**config.mk**
```make
export PLATFORM = sky130hd
export DESIGN_NAME = timpwm_channel
export DESIGN_NICKNAME = d
export VERILOG_FILES = /design/src/rtl/timpwm_pkg.sv /design/src/rtl/tim_prescaler.sv /design/src/rtl/tim_counter.sv /design/src/rtl/tim_oc_channel.sv /design/src/rtl/timpwm_channel.sv
export SDC_FILE = /design/constraint.sdc
export NUM_CORES = 1
export LEC_CHECK = 0
export ABC_AREA = 1
export CORE_UTILIZATION = 45
export DETAILED_ROUTE_END_ITERATION = 8
export PLACE_DENSITY = 0.72
export SLEW_MARGIN = 25
export SYNTH_ARGS = -nofsm -noshare
export SYNTH_HDL_FRONTEND = slang
export SYNTH_SLANG_ARGS = --single-unit
```
**constraint.sdc**
```tcl
create_clock -name clk -period 2.7 [get_ports clk]
set_input_delay 0.54 -clock clk [delete_from_list [all_inputs] [get_ports clk]]
set_output_delay 0.54 -clock clk [all_outputs]
set_load 0.02 [all_outputs]
```
**src/rtl/timpwm_pkg.sv**
```systemverilog
package timpwm_pkg;

    localparam int unsigned TIM_CNT_W   = 16;
    localparam int unsigned TIM_SEL_W   = 3;
    localparam int unsigned TIM_MAX_EXP = 6;

    typedef enum logic [1:0] {
        PIN_HOLD   = 2'd0,
        PIN_INVERT = 2'd1,
        PIN_FORCE  = 2'd2
    } pin_act_e;

    typedef struct packed {
        logic adv;
        logic wrap;
        logic hit;
    } tim_evt_t;

    function automatic int unsigned clamp_exp(input int unsigned sel, input int unsigned lim);
        return (sel > lim) ? lim : sel;
    endfunction

    function automatic pin_act_e pick_action(input tim_evt_t ev);
        if (ev.hit)       return PIN_FORCE;
        else if (ev.wrap) return PIN_INVERT;
        else              return PIN_HOLD;
    endfunction

endpackage

```
**src/rtl/tim_prescaler.sv**
```systemverilog
module tim_prescaler #(
    parameter int unsigned SEL_W   = timpwm_pkg::TIM_SEL_W,
    parameter int unsigned MAX_EXP = timpwm_pkg::TIM_MAX_EXP
) (
    input  logic             clk,
    input  logic             rst,
    input  logic             halt,
    input  logic [SEL_W-1:0] sel,
    output logic             tick
);
    localparam int unsigned DIV_W = (MAX_EXP > 0) ? MAX_EXP : 1;

    logic [DIV_W-1:0]   div_q;
    logic [MAX_EXP:0]   low_ones;
    int unsigned        eff;

    assign low_ones[0] = 1'b1;
    genvar k;
    generate
        for (k = 1; k <= MAX_EXP; k++) begin : g_ones
            assign low_ones[k] = low_ones[k-1] & div_q[k-1];
        end
    endgenerate

    always_comb begin
        eff  = timpwm_pkg::clamp_exp(int'(sel), MAX_EXP);
        tick = low_ones[eff];
    end

    always_ff @(posedge clk) begin
        if (rst)        div_q <= '0;
        else if (!halt) div_q <= div_q + 1'b1;
    end

    AST_PSC_FULL_RATE: assert property (@(posedge clk) disable iff (rst)
        (sel == '0) |-> tick);
    AST_PSC_FROZEN: assert property (@(posedge clk) disable iff (rst)
        halt |=> $stable(div_q));

endmodule

```
**src/rtl/tim_counter.sv**
```systemverilog
module tim_counter #(
    parameter int unsigned CNT_W = timpwm_pkg::TIM_CNT_W
) (
    input  logic             clk,
    input  logic             rst,
    input  logic             adv,
    input  logic [CNT_W-1:0] limit,
    output logic [CNT_W-1:0] cnt_q,
    output logic [CNT_W-1:0] cnt_nxt,
    output logic             at_lim
);
    always_comb begin
        at_lim  = (cnt_q == limit);
        cnt_nxt = at_lim ? '0 : cnt_q + 1'b1;
    end

    always_ff @(posedge clk) begin
        if (rst)      cnt_q <= '0;
        else if (adv) cnt_q <= cnt_nxt;
    end

    AST_CNT_WRAP_ZERO: assert property (@(posedge clk) disable iff (rst)
        (adv && cnt_q == limit) |=> (cnt_q == '0));
    AST_CNT_STEP: assert property (@(posedge clk) disable iff (rst)
        (adv && cnt_q != limit) |=> (cnt_q == CNT_W'($past(cnt_q) + 1'b1)));
    AST_CNT_HOLD: assert property (@(posedge clk) disable iff (rst)
        !adv |=> $stable(cnt_q));

endmodule

```
**src/rtl/tim_oc_channel.sv**
```systemverilog
module tim_oc_channel #(
    parameter int unsigned CNT_W = timpwm_pkg::TIM_CNT_W
) (
    input  logic             clk,
    input  logic             rst,
    input  logic             adv,
    input  logic             at_lim,
    input  logic [CNT_W-1:0] cnt_nxt,
    input  logic [CNT_W-1:0] cmp,
    input  logic             set_mode,
    output logic             pin
);
    import timpwm_pkg::*;

    tim_evt_t ev;
    pin_act_e act;

    always_comb begin
        ev.adv  = adv;
        ev.wrap = adv && at_lim;
        ev.hit  = adv && (cnt_nxt == cmp);
        act     = pick_action(ev);
    end

    always_ff @(posedge clk) begin
        if (rst) pin <= set_mode;
        else begin
            unique case (act)
                PIN_FORCE:  pin <= set_mode;
                PIN_INVERT: pin <= ~pin;
                default:    pin <= pin;
            endcase
        end
    end

    AST_PIN_INVERT: assert property (@(posedge clk) disable iff (rst)
        (adv && at_lim && cnt_nxt != cmp) |=> (pin != $past(pin)));
    AST_PIN_FORCE: assert property (@(posedge clk) disable iff (rst)
        (adv && cnt_nxt == cmp) |=> (pin == $past(set_mode)));
    AST_PIN_IDLE: assert property (@(posedge clk) disable iff (rst)
        !adv |=> $stable(pin));

endmodule

```
**src/rtl/timpwm_channel.sv**
```systemverilog
module timpwm_channel #(
    parameter int unsigned CNT_W   = timpwm_pkg::TIM_CNT_W,
    parameter int unsigned SEL_W   = timpwm_pkg::TIM_SEL_W,
    parameter int unsigned MAX_EXP = timpwm_pkg::TIM_MAX_EXP
) (
    input  logic             clk,
    input  logic             rst,
    input  logic             halt,
    input  logic [CNT_W-1:0] period_lim,
    input  logic [SEL_W-1:0] div_sel,
    input  logic [CNT_W-1:0] match_val,
    input  logic             match_sets,
    output logic             pwm_o,
    output logic [CNT_W-1:0] count_o
);
    logic             tick;
    logic             adv;
    logic             at_lim;
    logic [CNT_W-1:0] cnt_nxt;

    tim_prescaler #(.SEL_W(SEL_W), .MAX_EXP(MAX_EXP)) u_psc (
        .clk  (clk),
        .rst  (rst),
        .halt (halt),
        .sel  (div_sel),
        .tick (tick)
    );

    assign adv = tick && !halt;

    tim_counter #(.CNT_W(CNT_W)) u_cnt (
        .clk     (clk),
        .rst     (rst),
        .adv     (adv),
        .limit   (period_lim),
        .cnt_q   (count_o),
        .cnt_nxt (cnt_nxt),
        .at_lim  (at_lim)
    );

    tim_oc_channel #(.CNT_W(CNT_W)) u_oc (
        .clk      (clk),
        .rst      (rst),
        .adv      (adv),
        .at_lim   (at_lim),
        .cnt_nxt  (cnt_nxt),
        .cmp      (match_val),
        .set_mode (match_sets),
        .pin      (pwm_o)
    );

    AST_TOP_HALT_PIN: assert property (@(posedge clk) disable iff (rst)
        halt |=> $stable(pwm_o));
    AST_TOP_HALT_CNT: assert property (@(posedge clk) disable iff (rst)
        halt |=> $stable(count_o));

endmodule

```
==> flow_summary.ini, run 1 <==
[outcome]
outcome = completed

[global_route]
grt_start_max_net_pins = 23
grt_overflow = 0
grt_pass1_wl_mm = 8.073
grtUsageTotal_pct = 23.11
antenna_found_initial = 0
grt_pass1_vias = 1838

[worst_hold_path]
min-delay-start = u_psc.div_q[1]
hp-class = flip-flop to flip-flop
min_path_cells = 2
min_to = u_psc.div_q[1]

[finish]
area_growth_pct = 39.96
nNetsFinal = 455
layout-drive-gt1-share_pct = 8.495
insertedDiodeCount = 0

[power]
p_int_w = 0.0005757
p_leak_nw = 1.363
power_switching_w = 0.0002574
power.share.sequential_pct = 45.3
power_frac_comb_pct = 27.0
clock_power_share_pct = 27.7
p_total_w = 0.0008332
switching_share_pct = 30.90
p_per_area_nw_per_um2 = 305.2
ir_drop_mv = 0.3007

[clock_tree]
cts.htree.levels = 1
cts_tree = done
cts-root-buf = clkbuf_8
clk_latency_ns = 0.27
postCtsHoldBufs = 0
cts.clk_slew.worst_paths_ns = 0.10
clockBufferDepth = 2
numCtsBuffers = 3
cts_sinks = 23

[logic_synthesis]
synth_ff_type = dfxtp_1
yosysSeqAreaShare_pct = 24.12
ys_warn_count = 0
synth-xor-area-share_pct = 4.490
synth-edff-count = 1
synth.area.mux_share_pct = 0
synth.distinct_cells = 23
ys_ff_latch = 23
synth-simple-area-share_pct = 44.96
synth_fa_ha_area_share_pct = 1.924
yosys.area.top_type = nand2_1
postSynth.asyncResetShare_pct = 0
syn-num-nets = 392
synth_top_family_by_area = simple AND/OR/NAND/NOR gates
synth-compound-area-share_pct = 11.16
avgSynthCellArea_sq_um = 5.573
yosysTopAreaCellShare_pct = 24.44
yosys-top-cells-area = nand2_1 24%, dfxtp_1 23%, inv_1 11%
synth.most_common_cell = nand2_1
syn-instance-count = 350
syn_area_sq_um = 1951
yosys-top-cells-count = 127 x nand2_1, 55 x inv_1, 38 x nor2_1, 23 x o21ai_0, 22 x dfxtp_1

[timing]
fmax_ghz = 0.4068
setup_viol = 0
tightest_slew_ns = 0.6633
min_period_over_period_pct = 91.05
fin_skew_ns = 0.009913
hold_viol_final = 0
slew_viol_final = 0
period_needed_ns = 2.458
rsz0062_at_grt = false
setup_ws_ns = 0.2416
slew-limit-headroom_pct = 55.73

[detailed_routing]
vias_per_cell = 4.792
dr.pass1.iters = 5
antenna_left = 0
vias = 2214
first_iter_violations = 101
routed_wl_mm = 5.089
drc = 0
wl_per_cell_microns = 11.02

[setup_path]
startpoint = period_lim[1]
crit_top_cell = nand2_1
r2r_slack_ns = 0.39
cp.required_ns = 2.75
cp.arrival_ns = 2.51
worst-setup-path-type = input port to flip-flop
slowest_stage = clkdlybuf4s50_1
reg2reg_to = u_oc.pin
rr_startpoint = u_cnt.cnt_q[0]
cp-start-kind = input port
slowest_delay_ns = 0.48
path_delay_family = simple AND/OR/NAND/NOR gates
crit_fanout = 6
ff2ff_path_depth = 20
worstPathCellList = clkdlybuf4s50_1 > nand2_1 > inv_1 > nor2_1 > nor2_1 > nand2_1 > nor2_4 > nand2_4 > buf_4 > clkbuf_16 > nand2_1 > nand2_1 > nand2_1 > nor2_1 > nand2_1 > nor2_1 > nand2_1 > nand3_1 > nand2_1 > inv_1
cp_num_buf_inv = 5
crit_path_end_kind = flip-flop

[floorplanning]
pin_count = 56
rows = 23
dieWidth_microns = 67.84
fp.dieH_microns = 67.84
coreArea_sq_um = 4086
start_util_pct = 47.73
dieArea_sq_um = 4602

[placed_design]
place_congestion = 0.8523
portBuffers = 55
pre_cts_slack_ns = -0.1654
dpl.hpwl_mm = 3.821

[job]
max_cap_viol_count = 0
## layout by cell type, fill, tap and decap left out, types with 2 or more instances in the layout
cell             synthesis  final
nand2_2                  2      3
inv_2                    2      2
nand3_1                 14     14
ha_1                     3      3
inv_1                   55     55
nand4_1                  3      3
dfxtp_1                 22     20
dfxtp_2                  0      2
nor2_4                   1      3
buf_4                    0      8
nand2_1                127    125
nand3b_1                12     12
clkdlybuf4s50_1          0     53
nor2_1                  38     32
a21oi_1                 19     18
nor2_2                   3      7
clkbuf_8                 0      3
o21ai_0                 23     23
xor2_1                  10     10
nor3_1                   4      4
dlymetal6s2s_1           0      2
## registers in the layout (all words and copies together) (netlist names)
signal / count
u_oc.pin: 1
u_psc.div_q: 6
u_cnt.cnt_q: 16
## power by group through the flow
stage	Sequential, W	Clock [W]	Combinational (W)
2_1_floorplan	0.000394	0	0.000100
3_3_place_gp	0.000385	0	0.000217
3_5_place_dp	0.000385	0	0.000219
4_1_cts	0.000377	0.000236	0.000220
5_1_grt	0.000380	0.000242	0.000254
6_report	0.000377	0.000231	0.000225
## cell type report
| type | count | area, sq um |
|---|---|---|
| clock inverter | 1 | 5.005 |
| inverter | 57 | 214.0 |
| timing repair buffer | 66 | 675.6 |
| tap | 50 | 62.56 |
| multi-input combinational | 262 | 1259 |
| clock buffer | 3 | 41.29 |
| sequential | 23 | 473.0 |
| fill | 392 | 1356 |
## worst max path at each step
stage | end | slack, ns | cells after the start
6_report | u_oc.pin | 0.24 | 20
5_1_grt | u_oc.pin | 0.005 | 21
4_1_cts | u_oc.pin | 0.13 | 21
3_5_place_dp | u_oc.pin | -0.17 | 21
3_3_place_gp | u_oc.pin | -0.14 | 21
2_1_floorplan | u_oc.pin | 0.49 | 20
## stage by stage
step	instance area, sq um	hold WS [ns]	util (%)	setup TNS (ns)	std cells
after global routing	2730	0.5559	66.81	0	462
after global placement	2594	0.5007	63.47	-0.2415	455
final	2730	0.5182	66.81	0	462
after floorplan	1951	0.4739	-	0	350
after CTS	2640	0.5205	64.61	0	459
after detailed placement	2594	0.5062	63.47	-0.2803	455
## per-layer routing
layer	GRT usage, %	up-vias	part of all wire, %
li1	-	1204	-
met1	32.06	952	50
met2	37.62	54	44
met3	3.667	4	5.3
met4	4.688	0	0.88
met5	0	-	0
## cells by family after synthesis
kind of cell               Yosys count
adders and majority gates            3
and+or+nand+nor                    206
AOI/OAI and AO/OA                   43
DFF                                 23
xor gates and xnor gates            10
buffers and inverters               65
## worst min-delay path, delay by kind of cell, from the launching register on
| family | cells | cell delay, ns |
|---|---|---|
| flip-flops | 1 | 0.34 |
| AND/OR/NAND/NOR | 2 | 0.15 |
## timing repair
| item | in CTS | in global routing |
|---|---|---|
| setup endpoints to repair | 0 | 2 |
| buffers inserted | 0 | 2 |
| resized for setup | 0 | 17 |
No activity file was read; power rests on OpenSTA's default activity.
==> inputs of run 2 (changes only) <==
Settings changed: PLACE_DENSITY 0.72 to 0.76.
==> run 2 against run 1 <==
  * Via count up 4.0%
  * Critical path depth down 1
  * Count of clock-buffer cells in the layout unchanged
  * Setup slack worse by 0.083 ns
  * Largest power group unchanged
==> flow_summary.ini, run 2 (synthesis results as in run 1) <==
[outcome]
outcome = completed

[timing]
setup_viol = 0
fin_skew_ns = 0.002744
hold_viol_final = 0
slew_viol_final = 0
tightest_slew_ns = 0.6048
setup_tns_ns = 0
fmax_ghz = 0.3934
slew-limit-headroom_pct = 59.63
setup_ws_ns = 0.1582
period_needed_ns = 2.542
min_period_over_period_pct = 94.14
hold_slack_ns = 0.5178

[global_route]
grt_overflow = 0
grt_start_max_net_pins = 23
grt_pass1_vias = 1960
grt_pass1_wl_mm = 8.066
antenna_found_initial = 0
grtUsageTotal_pct = 22.93

[placed_design]
dpl.hpwl_mm = 3.934
placed_cell_area_sq_um = 2609
pre_cts_slack_ns = -0.1730
place_congestion = 0.9016
portBuffers = 55

[finish]
area_growth_pct = 41.76
seq_area_sq_um = 470.5
insertedDiodeCount = 0
fill_cells = 382
final_area_sq_um = 2765
biggestRegsByFlops = u_cnt.cnt_q x16, u_psc.div_q x6, u_oc.pin x1
largest_register_ffs = 16
layout-drive-gt1-share_pct = 9.398
nNetsFinal = 458
layout_commonest_cell = nand2_1
final_cell_mix = 123 x nand2_1, 55 x inv_1, 50 x clkdlybuf4s50_1, 31 x nor2_1, 23 x o21ai_0
multiInputGateArea_sq_um = 1266
top_register = u_cnt.cnt_q

[detailed_routing]
vias_per_cell = 4.951
first_iter_violations = 130
drc = 0
dr.pass1.iters = 4
routed_wl_mm = 5.237
wl_per_cell_microns = 11.26
vias = 2302
antenna_left = 0

[setup_path]
rr_startpoint = u_cnt.cnt_q[1]
cp-start-kind = input port
cp-endpoint = u_oc.pin
reg2reg_to = u_oc.pin
crit_fanout = 8
cp.arrival_ns = 2.58
worst-setup-path-type = input port to flip-flop
r2r_slack_ns = 0.24
slowest_delay_ns = 0.48
startpoint = period_lim[12]
crit_top_cell = nand2_1
ff2ff_path_depth = 20
worstPathCellList = clkdlybuf4s50_1 > inv_1 > nand2_1 > nand2_1 > nor2_2 > nand2_1 > nor2_4 > nand2_4 > buf_4 > nand3b_1 > nand2_1 > nor2_1 > nand2_1 > nor2_1 > nand2_1 > nand2_1 > nand2_1 > nand2_1 > inv_1
cp.required_ns = 2.74
crit_path_end_kind = flip-flop
slowest_stage = clkdlybuf4s50_1

[power]
ir_drop_mv = 0.2155
p_leak_nw = 1.404
p_total_w = 0.0008344
p_per_area_nw_per_um2 = 301.8

[floorplanning]
fp.dieH_microns = 67.84
pin_count = 56
dieArea_sq_um = 4602
dieWidth_microns = 67.84
start_util_pct = 47.73
coreArea_sq_um = 4086
rows = 23

[clock_tree]
cts.htree.levels = 1
cts_sinks = 23
cts-root-buf = clkbuf_8
clk_latency_ns = 0.27
cts_tree = done
clockBufferDepth = 2
postCtsHoldBufs = 0
cts.clk_slew.worst_paths_ns = 0.09
numCtsBuffers = 3

[worst_hold_path]
hp-class = flip-flop to flip-flop

[job]
max_cap_viol_count = 0
==> run 2: cell count changes in the layout (fill, tap and decap cells not counted) <==
cell / change
buf_4: +3
clkdlybuf4s50_1: -3
dfxtp_1: +2
dfxtp_2: -2
dlymetal6s2s_1: +3
nand2_1: -2
nand2_2: +2
nor2_1: -1
nor2_2: +1
==> run 2: per-stage QoR <==
step	util, %	cells
floorplan	-	350
global placement	63.84	457
detailed placement	63.84	457
CTS	64.97	461
global route	67.67	465
finish	67.67	465
==> run 2: final cells by class <==
type,instances,area share (%)
Clock inverter,1,0.1810
Tap cell,50,2.262
Inverter,57,7.738
Multi-Input combinational cell,262,45.79
Clock buffer,3,1.493
Sequential cell,23,17.01
Timing Repair Buffer,69,25.52
==> run 2: worst max-delay path, delay by kind of cell <==
kind          cells  cell delay (ns)
buf+inv           4             0.73
simple gates     15             1.30
==> run 2: power breakdown <==
part / total, W / switching (W) / internal [W]
sequential: 0.000377 / 0.0000204 / 0.000357
clock: 0.000227 / 0.000124 / 0.000103
combinational: 0.000230 / 0.000113 / 0.000117
total: 0.000834 / 0.000258 / 0.000577
==> run 2: what timing repair did <==
action,4_1_cts,5_1_grt
setup buffers,0,3
setup endpoints to repair,0,2
gates resized for setup,0,21
==> run 2: metal layers <==
layer,up-vias,part of all wire (%),GRT usage [%]
met2,51,49,40.22
met4,0,0.15,4.688
li1,1214,-,-
met3,2,4.4,2.833
met1,1035,47,29.89
met5,-,0,0
==> run 2: how the worst min path moves through the flow <==
stage,start,endpoint,cells after the start
floorplan,u_psc.div_q[1],u_psc.div_q[1],2
global route,u_psc.div_q[1],u_psc.div_q[1],2
CTS,u_psc.div_q[1],u_psc.div_q[1],2
detailed placement,u_psc.div_q[1],u_psc.div_q[1],2
finish,u_psc.div_q[1],u_psc.div_q[1],2
global placement,u_psc.div_q[1],u_psc.div_q[1],2
==> inputs of run 3 (changes only) <==
Settings changed: CTS_BUF_LIST from default to sky130_fd_sc_hd__clkbuf_2.
==> run 3 against run 2 <==
  * Global-route usage rose by 0.10 points
  * First-iteration DRC count increased by 6.2%
  * Sequential cell count unchanged
  * Clock power down 33%
  * Cell count is 0.86% lower
  * Combinational power down 3%
  * Sequential power hardly changed
  * Final area decreased by 4.6%
  * Power down 9.5%
  * Die area unchanged
  * Largest power group unchanged
  * Highest routed layer unchanged
==> flow_summary.ini, run 3 (synthesis results as in run 1) <==
[clock_tree]
cts.clk_slew.worst_paths_ns = 0.25
numCtsBuffers = 3
cts-resized-gates = 0
cts.htree.levels = 1
clk_latency_ns = 0.35
clockBufferDepth = 2
cts-root-buf = clkbuf_2
postCtsHoldBufs = 0
cts_tree = done
cts_sinks = 23
cts_setup_buffers = 0

[worst_hold_path]
min-delay-start = u_psc.div_q[1]
min_to = u_psc.div_q[1]
hp-class = flip-flop to flip-flop
min_path_cells = 2

[finish]
final_cell_mix = 127 x nand2_1, 55 x inv_1, 55 x clkdlybuf4s50_1, 36 x nor2_1, 23 x o21ai_0
layout-drive-gt1-share_pct = 6.326
largest_register_ffs = 16
area_growth_pct = 35.21
final_area_sq_um = 2638
layout_commonest_cell = nand2_1
nNetsFinal = 454
top_register = u_cnt.cnt_q
insertedDiodeCount = 0
biggestRegsByFlops = u_cnt.cnt_q x16, u_psc.div_q x6, u_oc.pin x1

[floorplanning]
pin_count = 56
rows = 23
coreArea_sq_um = 4086
start_util_pct = 47.73
fp.dieH_microns = 67.84
dieArea_sq_um = 4602
dieWidth_microns = 67.84

[timing]
hold_viol_final = 0
rsz0062_at_grt = false
setup_ws_ns = 0.2751
fmax_ghz = 0.4124
fin_skew_ns = 0.005849
hold_slack_ns = 0.5339
period_needed_ns = 2.425
min_period_over_period_pct = 89.81
slew-limit-headroom_pct = 60.01
tightest_slew_ns = 0.5992
slew_viol_final = 0
setup_viol = 0

[setup_path]
cp.arrival_ns = 2.58
worst-setup-path-type = flip-flop to flip-flop
cp-start-kind = flip-flop
cp.required_ns = 2.86
reg2reg_to = u_oc.pin
crit_path_end_kind = flip-flop
crit_fanout = 6
r2r_slack_ns = 0.28
rr_startpoint = u_cnt.cnt_q[0]
ff2ff_path_depth = 20

[placed_design]
placed_cell_area_sq_um = 2609
place_congestion = 0.9016
dpl.hpwl_mm = 3.934
pre_cts_slack_ns = -0.1730
portBuffers = 55

[detailed_routing]
dr.pass1.iters = 4
antenna_left = 0
wl_per_cell_microns = 10.88
drc = 0
routed_wl_mm = 5.015
vias_per_cell = 4.915
first_iter_violations = 138
vias = 2266

[global_route]
grt_pass1_vias = 1967
grt_start_max_net_pins = 23
antenna_found_initial = 0
grt_overflow = 0
grtUsageTotal_pct = 23.04
grt_pass1_wl_mm = 8.045

[power]
ir_drop_mv = 0.1727
p_per_area_nw_per_um2 = 286.4
p_leak_nw = 1.302

[job]
max_cap_viol_count = 0

[outcome]
outcome = completed
## run 3: power breakdown
part	total [W]	internal [W]	switching, W
combinational	0.000224	0.000116	0.000108
sequential	0.000378	0.000358	0.0000204
clock	0.000153	0.0000336	0.000119
total	0.000755	0.000508	0.000248
## run 3: final cells by class
type / count / area [sq um]
fillers: 388 / 1449
multi-input cells: 262 / 1229
repair buffers: 65 / 641.9
flip-flops and latches: 23 / 470.5
inverters: 57 / 214.0
well taps: 50 / 62.56
clock buffers: 3 / 15.01
clock inverters: 1 / 5.005
## run 3: worst max path at each step
stage	depth (start not counted)	slack, ns	endpoint	from
2_1_floorplan	20	0.49	u_oc.pin	u_cnt.cnt_q[1]
3_3_place_gp	21	-0.10	u_oc.pin	period_lim[10]
3_5_place_dp	21	-0.17	u_oc.pin	period_lim[10]
4_1_cts	21	0.23	u_oc.pin	period_lim[10]
5_1_grt	20	0.03	u_oc.pin	u_cnt.cnt_q[0]
6_report	20	0.28	u_oc.pin	u_cnt.cnt_q[0]
## run 3: routing by layer
layer / GRT usage [%] / vias up / share of wire (%)
met3: 2.833 / 2 / 4.8
met4: 6.771 / 0 / 0.46
met2: 39.85 / 52 / 47
met5: 0 / - / 0
met1: 29.69 / 1004 / 47
li1: - / 1208 / -
## run 3: worst max-delay path, cell delays in order (launching register included)
cell,delay [ns]
dfxtp_1,0.49
ha_1,0.22
nand2_1,0.08
nor2_2,0.16
nand2_2,0.10
nor2_4,0.17
nand2_1,0.07
nand2_1,0.06
nand2_1,0.05
inv_1,0.08
nand2_1,0.09
nand2_1,0.07
nand2_1,0.05
nor2_1,0.10
nand2_1,0.05
nor2_1,0.10
nand2_1,0.09
nand2_1,0.07
nand2_1,0.05
nand2_1,0.05
inv_1,0.03
## run 3: through the flow
stage           power, W  TNS, ns  util, %  std cells
2_1_floorplan  0.0004939        0        -        350
3_3_place_gp   0.0006033  -0.1631    63.84        457
3_5_place_dp   0.0006073  -0.2827    63.84        457
4_1_cts        0.0007575        0    64.33        461
5_1_grt        0.0008019        0    64.54        461
6_report       0.0007553        0    64.54        461
